**src/rtl/sdram_rd_pkg.sv**
```systemverilog
package sdram_rd_pkg;

  typedef struct packed {
    logic cs_n;
    logic ras_n;
    logic cas_n;
    logic we_n;
  } sd_cmd_t;

  localparam sd_cmd_t SD_NOP  = '{cs_n: 1'b0, ras_n: 1'b1, cas_n: 1'b1, we_n: 1'b1};
  localparam sd_cmd_t SD_READ = '{cs_n: 1'b0, ras_n: 1'b1, cas_n: 1'b0, we_n: 1'b1};

  localparam int CL_SHORT = 2;
  localparam int CL_LONG  = 3;

endpackage

```
**src/rtl/sdram_rd_issue.sv**
```systemverilog
module sdram_rd_issue
  import sdram_rd_pkg::*;
#(
  parameter int BANK_W = 2,
  parameter int COL_W  = 10,
  parameter int BL     = 4,
  parameter int ID_W   = 4,
  localparam int LEN_W = $clog2(BL)
) (
  input  logic              clk,
  input  logic              rst_n,
  input  logic              req_valid,
  output logic              req_ready,
  input  logic [BANK_W-1:0] req_bank,
  input  logic [COL_W-1:0]  req_col,
  input  logic [LEN_W-1:0]  req_len,
  input  logic              req_ap,
  input  logic [ID_W-1:0]   req_id,
  output sd_cmd_t           cmd,
  output logic              cmd_a10,
  output logic [BANK_W-1:0] cmd_ba,
  output logic [COL_W-1:0]  cmd_col,
  output logic              slot_v,
  output logic [ID_W-1:0]   slot_id,
  output logic              slot_last
);

  localparam logic [LEN_W-1:0] FULL_GAP = LEN_W'(BL - 1);
  localparam logic [LEN_W-1:0] ONE      = LEN_W'(1);

  logic [LEN_W-1:0]  gap_q, gap_d;
  sd_cmd_t           cmd_q, cmd_d;
  logic              addr_en;
  logic              a10_q;
  logic [BANK_W-1:0] ba_q;
  logic [COL_W-1:0]  col_q;
  logic              sv_q, sv_d;
  logic [ID_W-1:0]   sid_q;
  logic [LEN_W-1:0]  srem_q, srem_d;
  logic              accept;

  assign req_ready = (gap_q == '0);
  assign accept    = req_valid & req_ready;

  always_comb begin
    gap_d   = (gap_q != '0) ? gap_q - ONE : gap_q;
    cmd_d   = SD_NOP;
    addr_en = 1'b0;
    sv_d    = 1'b0;
    srem_d  = srem_q;
    if (sv_q && srem_q != '0) begin
      sv_d   = 1'b1;
      srem_d = srem_q - ONE;
    end
    if (accept) begin
      gap_d   = req_ap ? FULL_GAP : req_len;
      cmd_d   = SD_READ;
      addr_en = 1'b1;
      sv_d    = 1'b1;
      srem_d  = req_len;
    end
  end

  always_ff @(posedge clk or negedge rst_n) begin
    if (!rst_n) begin
      gap_q  <= '0;
      cmd_q  <= SD_NOP;
      sv_q   <= 1'b0;
      srem_q <= '0;
    end else begin
      gap_q  <= gap_d;
      cmd_q  <= cmd_d;
      sv_q   <= sv_d;
      srem_q <= srem_d;
    end
  end

  always_ff @(posedge clk or negedge rst_n) begin
    if (!rst_n) begin
      a10_q <= 1'b0;
      ba_q  <= '0;
      col_q <= '0;
      sid_q <= '0;
    end else if (addr_en) begin
      a10_q <= req_ap;
      ba_q  <= req_bank;
      col_q <= req_col;
      sid_q <= req_id;
    end
  end

  assign cmd       = cmd_q;
  assign cmd_a10   = a10_q;
  assign cmd_ba    = ba_q;
  assign cmd_col   = col_q;
  assign slot_v    = sv_q;
  assign slot_id   = sid_q;
  assign slot_last = sv_q & (srem_q == '0);

endmodule

```
**src/rtl/sdram_rd_capture.sv**
```systemverilog
module sdram_rd_capture
  import sdram_rd_pkg::*;
#(
  parameter int ID_W = 4,
  parameter int DQ_W = 16
) (
  input  logic            clk,
  input  logic            rst_n,
  input  logic            cfg_cl3,
  input  logic            slot_v,
  input  logic [ID_W-1:0] slot_id,
  input  logic            slot_last,
  input  logic [DQ_W-1:0] dq,
  output logic            rd_valid,
  output logic [DQ_W-1:0] rd_data,
  output logic [ID_W-1:0] rd_id,
  output logic            rd_last
);

  localparam int DEPTH = CL_LONG;

  logic [DEPTH-1:0] v_pipe;
  logic [DEPTH-1:0] l_pipe;
  logic [ID_W-1:0]  id_pipe [DEPTH];

  logic             tap_v, tap_l;
  logic [ID_W-1:0]  tap_id;

  logic             val_q, last_q;
  logic [DQ_W-1:0]  data_q;
  logic [ID_W-1:0]  id_q;

  for (genvar g = 0; g < DEPTH; g++) begin : g_stage
    logic            in_v, in_l;
    logic [ID_W-1:0] in_id;
    if (g == 0) begin : g_head
      assign in_v  = slot_v;
      assign in_l  = slot_last;
      assign in_id = slot_id;
    end else begin : g_body
      assign in_v  = v_pipe[g-1];
      assign in_l  = l_pipe[g-1];
      assign in_id = id_pipe[g-1];
    end

    always_ff @(posedge clk or negedge rst_n) begin
      if (!rst_n) begin
        v_pipe[g] <= 1'b0;
        l_pipe[g] <= 1'b0;
      end else begin
        v_pipe[g] <= in_v;
        l_pipe[g] <= in_v & in_l;
      end
    end

    always_ff @(posedge clk or negedge rst_n) begin
      if (!rst_n)    id_pipe[g] <= '0;
      else if (in_v) id_pipe[g] <= in_id;
    end
  end

  always_comb begin
    if (cfg_cl3) begin
      tap_v  = v_pipe[CL_LONG-1];
      tap_l  = l_pipe[CL_LONG-1];
      tap_id = id_pipe[CL_LONG-1];
    end else begin
      tap_v  = v_pipe[CL_SHORT-1];
      tap_l  = l_pipe[CL_SHORT-1];
      tap_id = id_pipe[CL_SHORT-1];
    end
  end

  always_ff @(posedge clk or negedge rst_n) begin
    if (!rst_n) begin
      val_q  <= 1'b0;
      last_q <= 1'b0;
    end else begin
      val_q  <= tap_v;
      last_q <= tap_v & tap_l;
    end
  end

  always_ff @(posedge clk or negedge rst_n) begin
    if (!rst_n) begin
      data_q <= '0;
      id_q   <= '0;
    end else if (tap_v) begin
      data_q <= dq;
      id_q   <= tap_id;
    end
  end

  assign rd_valid = val_q;
  assign rd_data  = data_q;
  assign rd_id    = id_q;
  assign rd_last  = last_q;

endmodule

```
**src/rtl/sdram_rd_sched.sv**
```systemverilog
module sdram_rd_sched
  import sdram_rd_pkg::*;
#(
  parameter int BANK_W = 2,
  parameter int COL_W  = 10,
  parameter int BL     = 4,
  parameter int ID_W   = 4,
  parameter int DQ_W   = 16,
  localparam int LEN_W = $clog2(BL)
) (
  input  logic              clk,
  input  logic              rst_n,
  input  logic              cfg_cl3,
  input  logic              req_valid,
  output logic              req_ready,
  input  logic [BANK_W-1:0] req_bank,
  input  logic [COL_W-1:0]  req_col,
  input  logic [LEN_W-1:0]  req_len,
  input  logic              req_ap,
  input  logic [ID_W-1:0]   req_id,
  output logic              sd_cs_n,
  output logic              sd_ras_n,
  output logic              sd_cas_n,
  output logic              sd_we_n,
  output logic              sd_a10,
  output logic [BANK_W-1:0] sd_ba,
  output logic [COL_W-1:0]  sd_col,
  input  logic [DQ_W-1:0]   sd_dq,
  output logic              rd_valid,
  output logic [DQ_W-1:0]   rd_data,
  output logic [ID_W-1:0]   rd_id,
  output logic              rd_last
);

  logic            rst_meta_n, rst_sync_n;
  sd_cmd_t         cmd;
  logic            slot_v, slot_last;
  logic [ID_W-1:0] slot_id;

  always_ff @(posedge clk or negedge rst_n) begin
    if (!rst_n) begin
      rst_meta_n <= 1'b0;
      rst_sync_n <= 1'b0;
    end else begin
      rst_meta_n <= 1'b1;
      rst_sync_n <= rst_meta_n;
    end
  end

  sdram_rd_issue #(
    .BANK_W(BANK_W), .COL_W(COL_W), .BL(BL), .ID_W(ID_W)
  ) u_issue (
    .clk       (clk),
    .rst_n     (rst_sync_n),
    .req_valid (req_valid),
    .req_ready (req_ready),
    .req_bank  (req_bank),
    .req_col   (req_col),
    .req_len   (req_len),
    .req_ap    (req_ap),
    .req_id    (req_id),
    .cmd       (cmd),
    .cmd_a10   (sd_a10),
    .cmd_ba    (sd_ba),
    .cmd_col   (sd_col),
    .slot_v    (slot_v),
    .slot_id   (slot_id),
    .slot_last (slot_last)
  );

  sdram_rd_capture #(
    .ID_W(ID_W), .DQ_W(DQ_W)
  ) u_capture (
    .clk       (clk),
    .rst_n     (rst_sync_n),
    .cfg_cl3   (cfg_cl3),
    .slot_v    (slot_v),
    .slot_id   (slot_id),
    .slot_last (slot_last),
    .dq        (sd_dq),
    .rd_valid  (rd_valid),
    .rd_data   (rd_data),
    .rd_id     (rd_id),
    .rd_last   (rd_last)
  );

  assign sd_cs_n  = cmd.cs_n;
  assign sd_ras_n = cmd.ras_n;
  assign sd_cas_n = cmd.cas_n;
  assign sd_we_n  = cmd.we_n;

endmodule

```
**config.mk**
```make
export PLATFORM = sky130hd
export DESIGN_NAME = sdram_rd_sched
export DESIGN_NICKNAME = d
export VERILOG_FILES = /design/src/rtl/sdram_rd_pkg.sv /design/src/rtl/sdram_rd_issue.sv /design/src/rtl/sdram_rd_capture.sv /design/src/rtl/sdram_rd_sched.sv
export SDC_FILE = /design/constraint.sdc
export NUM_CORES = 1
export LEC_CHECK = 0
export CAP_MARGIN = 0
export CORE_AREA = 2 2 73 110
export CTS_CLUSTER_DIAMETER = 60
export DETAILED_ROUTE_END_ITERATION = 6
export DIE_AREA = 0 0 75 112
export PLACE_DENSITY = 0.69
export RECOVER_POWER = 100
export REMOVE_ABC_BUFFERS = 1
export SLEW_MARGIN = 20
export SYNTH_ARGS = -nofsm -noshare
export SYNTH_HDL_FRONTEND = slang
export SYNTH_SLANG_ARGS = --single-unit
```
**constraint.sdc**
```tcl
create_clock -name clk -period 1.8 [get_ports clk]
set_input_delay 0.54 -clock clk [delete_from_list [all_inputs] [get_ports clk]]
set_output_delay 0.54 -clock clk [all_outputs]
set_load 0.01 [all_outputs]
```
==> results of run 1 <==
## path summary, 6_finish.rpt
path                                        end  slack, ps  cells past startpoint
setup / recovery           u_capture.rd_data[5]         30                      4
hold / removal                       rst_sync_n        360                      0
setup reg to reg             u_issue.cmd_col[6]        340                      5
hold reg to reg                      rst_sync_n        360                      0
max in group asynchronous    u_capture.rd_id[1]        570                      1
min in group asynchronous            rst_meta_n        450                      1
## registers in the layout, summed over array words and instances, names as in the netlist, 2 cells and up
register / cells
u_issue.srem_q: 2
u_issue.gap_q: 2
u_capture.id_pipe: 4
u_capture.rd_id: 4
u_capture.g_stage.in_id: 8
u_issue.cmd_ba: 2
u_issue.cmd_col: 10
u_capture.g_stage.in_v: 2
u_capture.g_stage.in_l: 2
u_issue.slot_id: 4
u_capture.rd_data: 16
## cell families after synthesis
logic type | after synthesis | share of synthesized area
simple gates | 17 | 0.0298
mux | 55 | 0.257
compound gates | 8 | 0.0161
buf+inv | 14 | 0.0371
fa+ha+maj | 3 | 0.0146
other cells | 2 | 0.00293
flops | 65 | 0.635
xor+xnor | 2 | 0.00684
## worst register-to-register path, delay by kind of cell, from the launching register on
family | cells | cell delay, ps
flops | 1 | 370
mux | 1 | 360
buf+inv | 2 | 260
fa+ha+maj | 1 | 240
simple gates | 1 | 120
## cell type report
class / count / area (um^2)
fillers: 694 / 3780
clock buffers: 10 / 239
inverters: 5 / 18.8
well taps: 102 / 128
repair buffers: 84 / 817
clock inverters: 5 / 32.5
flip-flops and latches: 65 / 1630
multi-input cells: 89 / 821
## per-stage QoR
step / setup TNS [ps] / cells / util / cell area, um^2
5_1_grt: -0.0536 / 360 / 0.494 / 3680
2_1_floorplan: -8820 / 159 / - / 2490
3_3_place_gp: -3150 / 345 / 0.464 / 3470
4_1_cts: 0 / 360 / 0.500 / 3740
6_report: 0 / 360 / 0.494 / 3680
3_5_place_dp: -3310 / 345 / 0.464 / 3470
## cells in the mapped netlist (2+ instances only)
master	instances
mux2i_1	7
nand2_1	7
buf_2	3
conb_1	2
buf_4	4
inv_1	5
xnor2_1	2
o21ai_0	4
dfrtp_1	64
mux2_4	10
nand2b_1	2
mux2_2	37
a21oi_1	3
and2_1	3
ha_1	3
nor2_1	5
## power groups by stage
stage | Sequential (W) | Combinational (W) | Clock, W
after global placement | 0.00256 | 0.00259 | 0
after global routing | 0.00265 | 0.00265 | 0.00168
after CTS | 0.00257 | 0.00266 | 0.00160
after floorplan | 0.00271 | 0.00124 | 0
final | 0.00255 | 0.00243 | 0.00155
after detailed placement | 0.00259 | 0.00265 | 0
## layer usage
metal / global-route usage / up-vias / wire [um]
li1: - / 731 / -
met1: 0.134 / 757 / 1830
met2: 0.195 / 51 / 2370
met3: 0.0570 / 9 / 297
met4: 0.0536 / 0 / 79
met5: 0 / - / 0
## what timing repair did
| action | CTS | global route |
|---|---|---|
| resized for setup | 3 | 13 |
| buffers inserted | 0 | 0 |
| endpoints found under the setup margin | 2 | 13 |
==> metrics.txt, run 1 <==
Critical path origin=cfg_cl3; Final Total Pwr=0.00653 W; CP Buf/Inv Count=2; Post-synth EDFFs=0; first-pass GRT wire length=7600 um; min-delay src=rst_meta_n; maxcap violations=0; Final Worst Setup Slack=32.8 ps; Synth area leader=dfrtp_1; FP Rows=39; Root Buffer=clkbuf_16; worst r2r src=u_issue.gap_q[0]; post-synth cell types=21; LEAKAGE=1.60 nW; worst skew pair latency=320 ps; Final Max Tran Viols=0; CP Class=primary input to flop; global route overflow=0; CP arrival=1970 ps; CTS tree=done; DRT antenna net count=0; initial core utilization=0.343; Worst setup SP type=primary input; via/cell ratio=4.30; status=finished, final reports clean; DR WL/cell=12.7 um; Final period util=0.982; slowest cell on the critical path=dlygate4sd3_1; syn avg cell area=15.4 um^2; gpl congestion=0.698; Synth Register Bits=65; Setup crit end kind=flop; top post-synthesis cells by area=dfrtp_1, mux2_2, mux2_4; Req. time, crit path=2000 ps; H-tree level count=3; 1st-iter DRT viols=40; worst rel slew slack=0.265; peak supply drop=0.884 mV; Final Hold Viols=0; largest net degree at the start of global routing=45; TritonCTS Sinks=65; Worst-path clk slew=50 ps; IO buf count=75; drt total wl=4570 um; height of the die=112 um; Post-Synthesis Cell Area=0.00256 mm^2; sw power=0.00188 W; P_int=0.00465 W; cells along the critical path=dlygate4sd3_1 > mux2i_4 > buf_4 > mux2_1; Logic pwr share=0.372; Seq pwr share=0.391; fraction of layout instances using a drive strength above 1=0.252; CP max stage delay=610 ps; Slew @ Worst Pin=1100 ps; critical path peak fanout=8; hpwl dp=3290 um; TritonCTS Buffers=9; CTS Buffer Depth=2; Clock Power Share=0.237; DR DRC count=0; Yosys warning total=0; First-pass DRT Iterations=3; post-route minimum period=1770 ps; initial antenna violation count=0; via count=1548; Sw Share=0.288; Synth-to-Final Area Change=43.8%; Syn Inst Count=166; DP Worst Slack=-237 ps; area of the core=0.00747 mm^2; diode count=0; Hold Path Class=flop to flop; Synth top area share=0.625; Post-CTS Hold Buffers=0; P per Cell Area=1770 mW/mm^2; Max Fclk=0.566 GHz; Hold WS=362 ps; vias in the first global route=1605; fin nets=296; total global-route track usage=0.122; most common cell after layout, fill and taps aside=dfrtp_1; post-synthesis sequential area ratio=0.635; most frequent cells in the layout=dfrtp_1, clkdlybuf4s50_1, mux2_2, clkdlybuf4s25_1, clkbuf_16; Die Area=0.00840 mm^2; die width=75 um; final setup fails=0; skew final=7.44 ps; delay-heaviest family, CP=buffers and inverters; I/O Pins=79; asr flop ratio synth=1.00; main flop type after synthesis=dfrtp_1
Note: power is estimated with default switching activity, not from simulation.
==> run 2: changes to the inputs <==
CORE_AREA = 4 4 81 121   (was 2 2 73 110)
DIE_AREA = 0 0 85 125   (was 0 0 75 112)
PLACE_DENSITY = 0.61   (was 0.69)
==> run 2 against run 1 <==
Clock power grew 9.7%. Critical path depth shrank 3. Power grew 2.0%. Sequential power is essentially flat. Utilization shrank 7.0 points. Largest cell class unchanged.
==> metrics.txt, run 2 (synthesis gave the netlist of run 1 again) <==
status=finished, final reports clean (unchanged); TritonCTS Buffers=9 (unchanged); DRT antenna net count=0 (unchanged); Worst-path clk slew=50 ps (about the same); P per Cell Area=1790 mW/mm^2 (was 1770 mW/mm^2); post-route minimum period=1760 ps (was 1770 ps); first-pass GRT wire length=7930 um (was 7600 um); via count=1546 (was 1548); CP max stage delay=540 ps (was 610 ps); CP Class=flop to output port (was primary input to flop); most common cell after layout, fill and taps aside=clkdlybuf4s50_1 (was dfrtp_1); gpl congestion=0.680 (was 0.698); Hold WS=188 ps (was 362 ps); register cell area after layout=0.00163 mm^2 (about the same); 1st-iter DRT viols=27 (was 40); vias in the first global route=1757 (was 1605); drt total wl=4550 um (was 4570 um); H-tree level count=3 (unchanged); largest net degree at the start of global routing=54 (was 45); skew final=4.94 ps (was 7.44 ps); R2R depth=5 (unchanged); Fillers=833 (was 694); Final period util=0.978 (was 0.982); DR DRC count=0 (unchanged); FF-to-FF setup slack=340 ps (about the same); FP Rows=42 (was 39); worst rel slew slack=0.536 (was 0.265); Synth-to-Final Area Change=44.9% (was 43.8%); Root Buffer=clkbuf_16 (unchanged); CP Buf/Inv Count=1 (was 2); max reg flops=16 (unchanged); Worst setup SP type=flop (was primary input); Die Area=0.0106 mm^2 (was 0.00840 mm^2); Final Max Tran Viols=0 (unchanged); total global-route track usage=0.0938 (was 0.122); CTS tree=done (unchanged); peak supply drop=0.775 mV (was 0.884 mV); IO buf count=75 (unchanged); Setup crit end kind=output port (was flop); Setup Fix Bufs, Post-CTS=0 (unchanged); most frequent cells in the layout=clkdlybuf4s50_1, dfrtp_1, mux2_2, mux2_1, clkbuf_16 (was dfrtp_1, clkdlybuf4s50_1, mux2_2, clkdlybuf4s25_1, clkbuf_16); hpwl dp=3370 um (was 3290 um); critical path depth=1 (was 4); initial antenna violation count=0 (unchanged); area of the core=0.00878 mm^2 (was 0.00747 mm^2); CP endpoint=rd_id[2] (was u_capture.rd_data[5]); global route overflow=0 (unchanged); worst r2r src=u_issue.gap_q[0] (unchanged); cells along the critical path=clkdlybuf4s50_1 (was dlygate4sd3_1 > mux2i_4 > buf_4 > mux2_1); via/cell ratio=4.20 (was 4.30); critical path peak fanout=2 (was 8); Req. time, crit path=1260 ps (was 2000 ps); LEAKAGE=1.61 nW (was 1.60 nW); DR WL/cell=12.4 um (was 12.7 um); height of the die=125 um (was 112 um); TritonCTS Sinks=65 (unchanged); fin nets=295 (was 296); RSZ-0062 raised after global routing=no; Critical path origin=u_capture.rd_id[2] (was cfg_cl3); fraction of layout instances using a drive strength above 1=0.229 (was 0.252); Post-CTS Hold Buffers=0 (unchanged); Final Total Pwr=0.00666 W (was 0.00653 W); I/O Pins=79 (unchanged); final setup fails=0 (unchanged); area of the multi-input gates=810 um^2 (was 821 um^2); Final Hold Viols=0 (unchanged); CTS Buffer Depth=2 (unchanged); maxcap violations=0 (unchanged); delay-heaviest family, CP=buffers and inverters (unchanged); Slew @ Worst Pin=696 ps (was 1100 ps); First-pass DRT Iterations=4 (was 3); Max Fclk=0.568 GHz (was 0.566 GHz); diode count=0 (unchanged); worst skew pair latency=320 ps (about the same); CP arrival=1220 ps (was 1970 ps); reg2reg end=u_issue.cmd_col[1] (was u_issue.cmd_col[6]); slowest cell on the critical path=clkdlybuf4s50_1 (was dlygate4sd3_1); initial core utilization=0.292 (was 0.343); Hold Path Class=flop to async pin (was flop to flop); die width=85 um (was 75 um)
run 2: cell types whose count changed in the layout (fill, tap and decap cells not counted), sizes merged:
cell           delta
bufinv            +1
clkdlybuf4s25     -7
clkinv            +1
clkinvlp          -3
clkdlybuf4s50     +9
dlygate4sd3       -1
run 2: where the power goes:
| group | switching [W] | leakage, nW | internal [W] | total, W |
|---|---|---|---|---|
| Clock | 0.000588 | 0.147 | 0.00111 | 0.00170 |
| Combinational | 0.000878 | 0.681 | 0.00154 | 0.00242 |
| Sequential | 0.000380 | 0.779 | 0.00216 | 0.00254 |
run 2: metal layers:
metal / vias up / part of all wire / global-route usage
met4: 0 / 0.020 / 0.0503
met3: 8 / 0.079 / 0.0375
met5: - / 0 / 0
li1: 729 / - / -
met1: 755 / 0.39 / 0.103
met2: 54 / 0.51 / 0.153
run 2: metrics by stage:
step / worst slack (ps) / util / instances / instance area [um^2] / TNS [ps]
after floorplan: -142 / - / 159 / 2490 / -8820
after global placement: -216 / 0.397 / 352 / 3480 / -3250
after detailed placement: -267 / 0.397 / 352 / 3480 / -3940
after CTS: 8.06 / 0.431 / 368 / 3780 / 0
after global routing: 3.40 / 0.423 / 368 / 3710 / 0
final: 39.9 / 0.423 / 368 / 3710 / 0
run 2: area by class of cell:
class	count	share of cell area
sequential	65	0.438
clock buffer	12	0.0664
tap	110	0.0371
timing repair buffer	83	0.221
inverter	5	0.00505
multi-input combinational	89	0.218
clock inverter	4	0.0142
run 2: worst min path at each step:
stage                    start  cells after the start                 end  slack (ps)
floorplan                rst_n                      0          rst_meta_n         240
global placement    rst_sync_n                      0  u_issue.cmd_col[8]         160
detailed placement  rst_sync_n                      0   u_issue.cmd_ba[0]         160
CTS                 rst_sync_n                      0  u_issue.cmd_col[8]         160
global route        rst_sync_n                      0    u_issue.gap_q[1]         230
finish              rst_sync_n                      0  u_issue.cmd_col[8]         190
run 2: what timing repair did:
| item | 4_1_cts | 5_1_grt |
|---|---|---|
| gates resized for setup | 3 | 5 |
| endpoints found under the setup margin | 2 | 5 |
| hold endpoints to repair | 0 | 0 |
run 2: worst reg2reg max path: cells and delay by family, from the launching register on:
kind / cells / cell delay, ps
buf+inv: 2 / 260
simple gates: 1 / 120
mux: 1 / 360
fa+ha+maj: 1 / 240
flops: 1 / 370
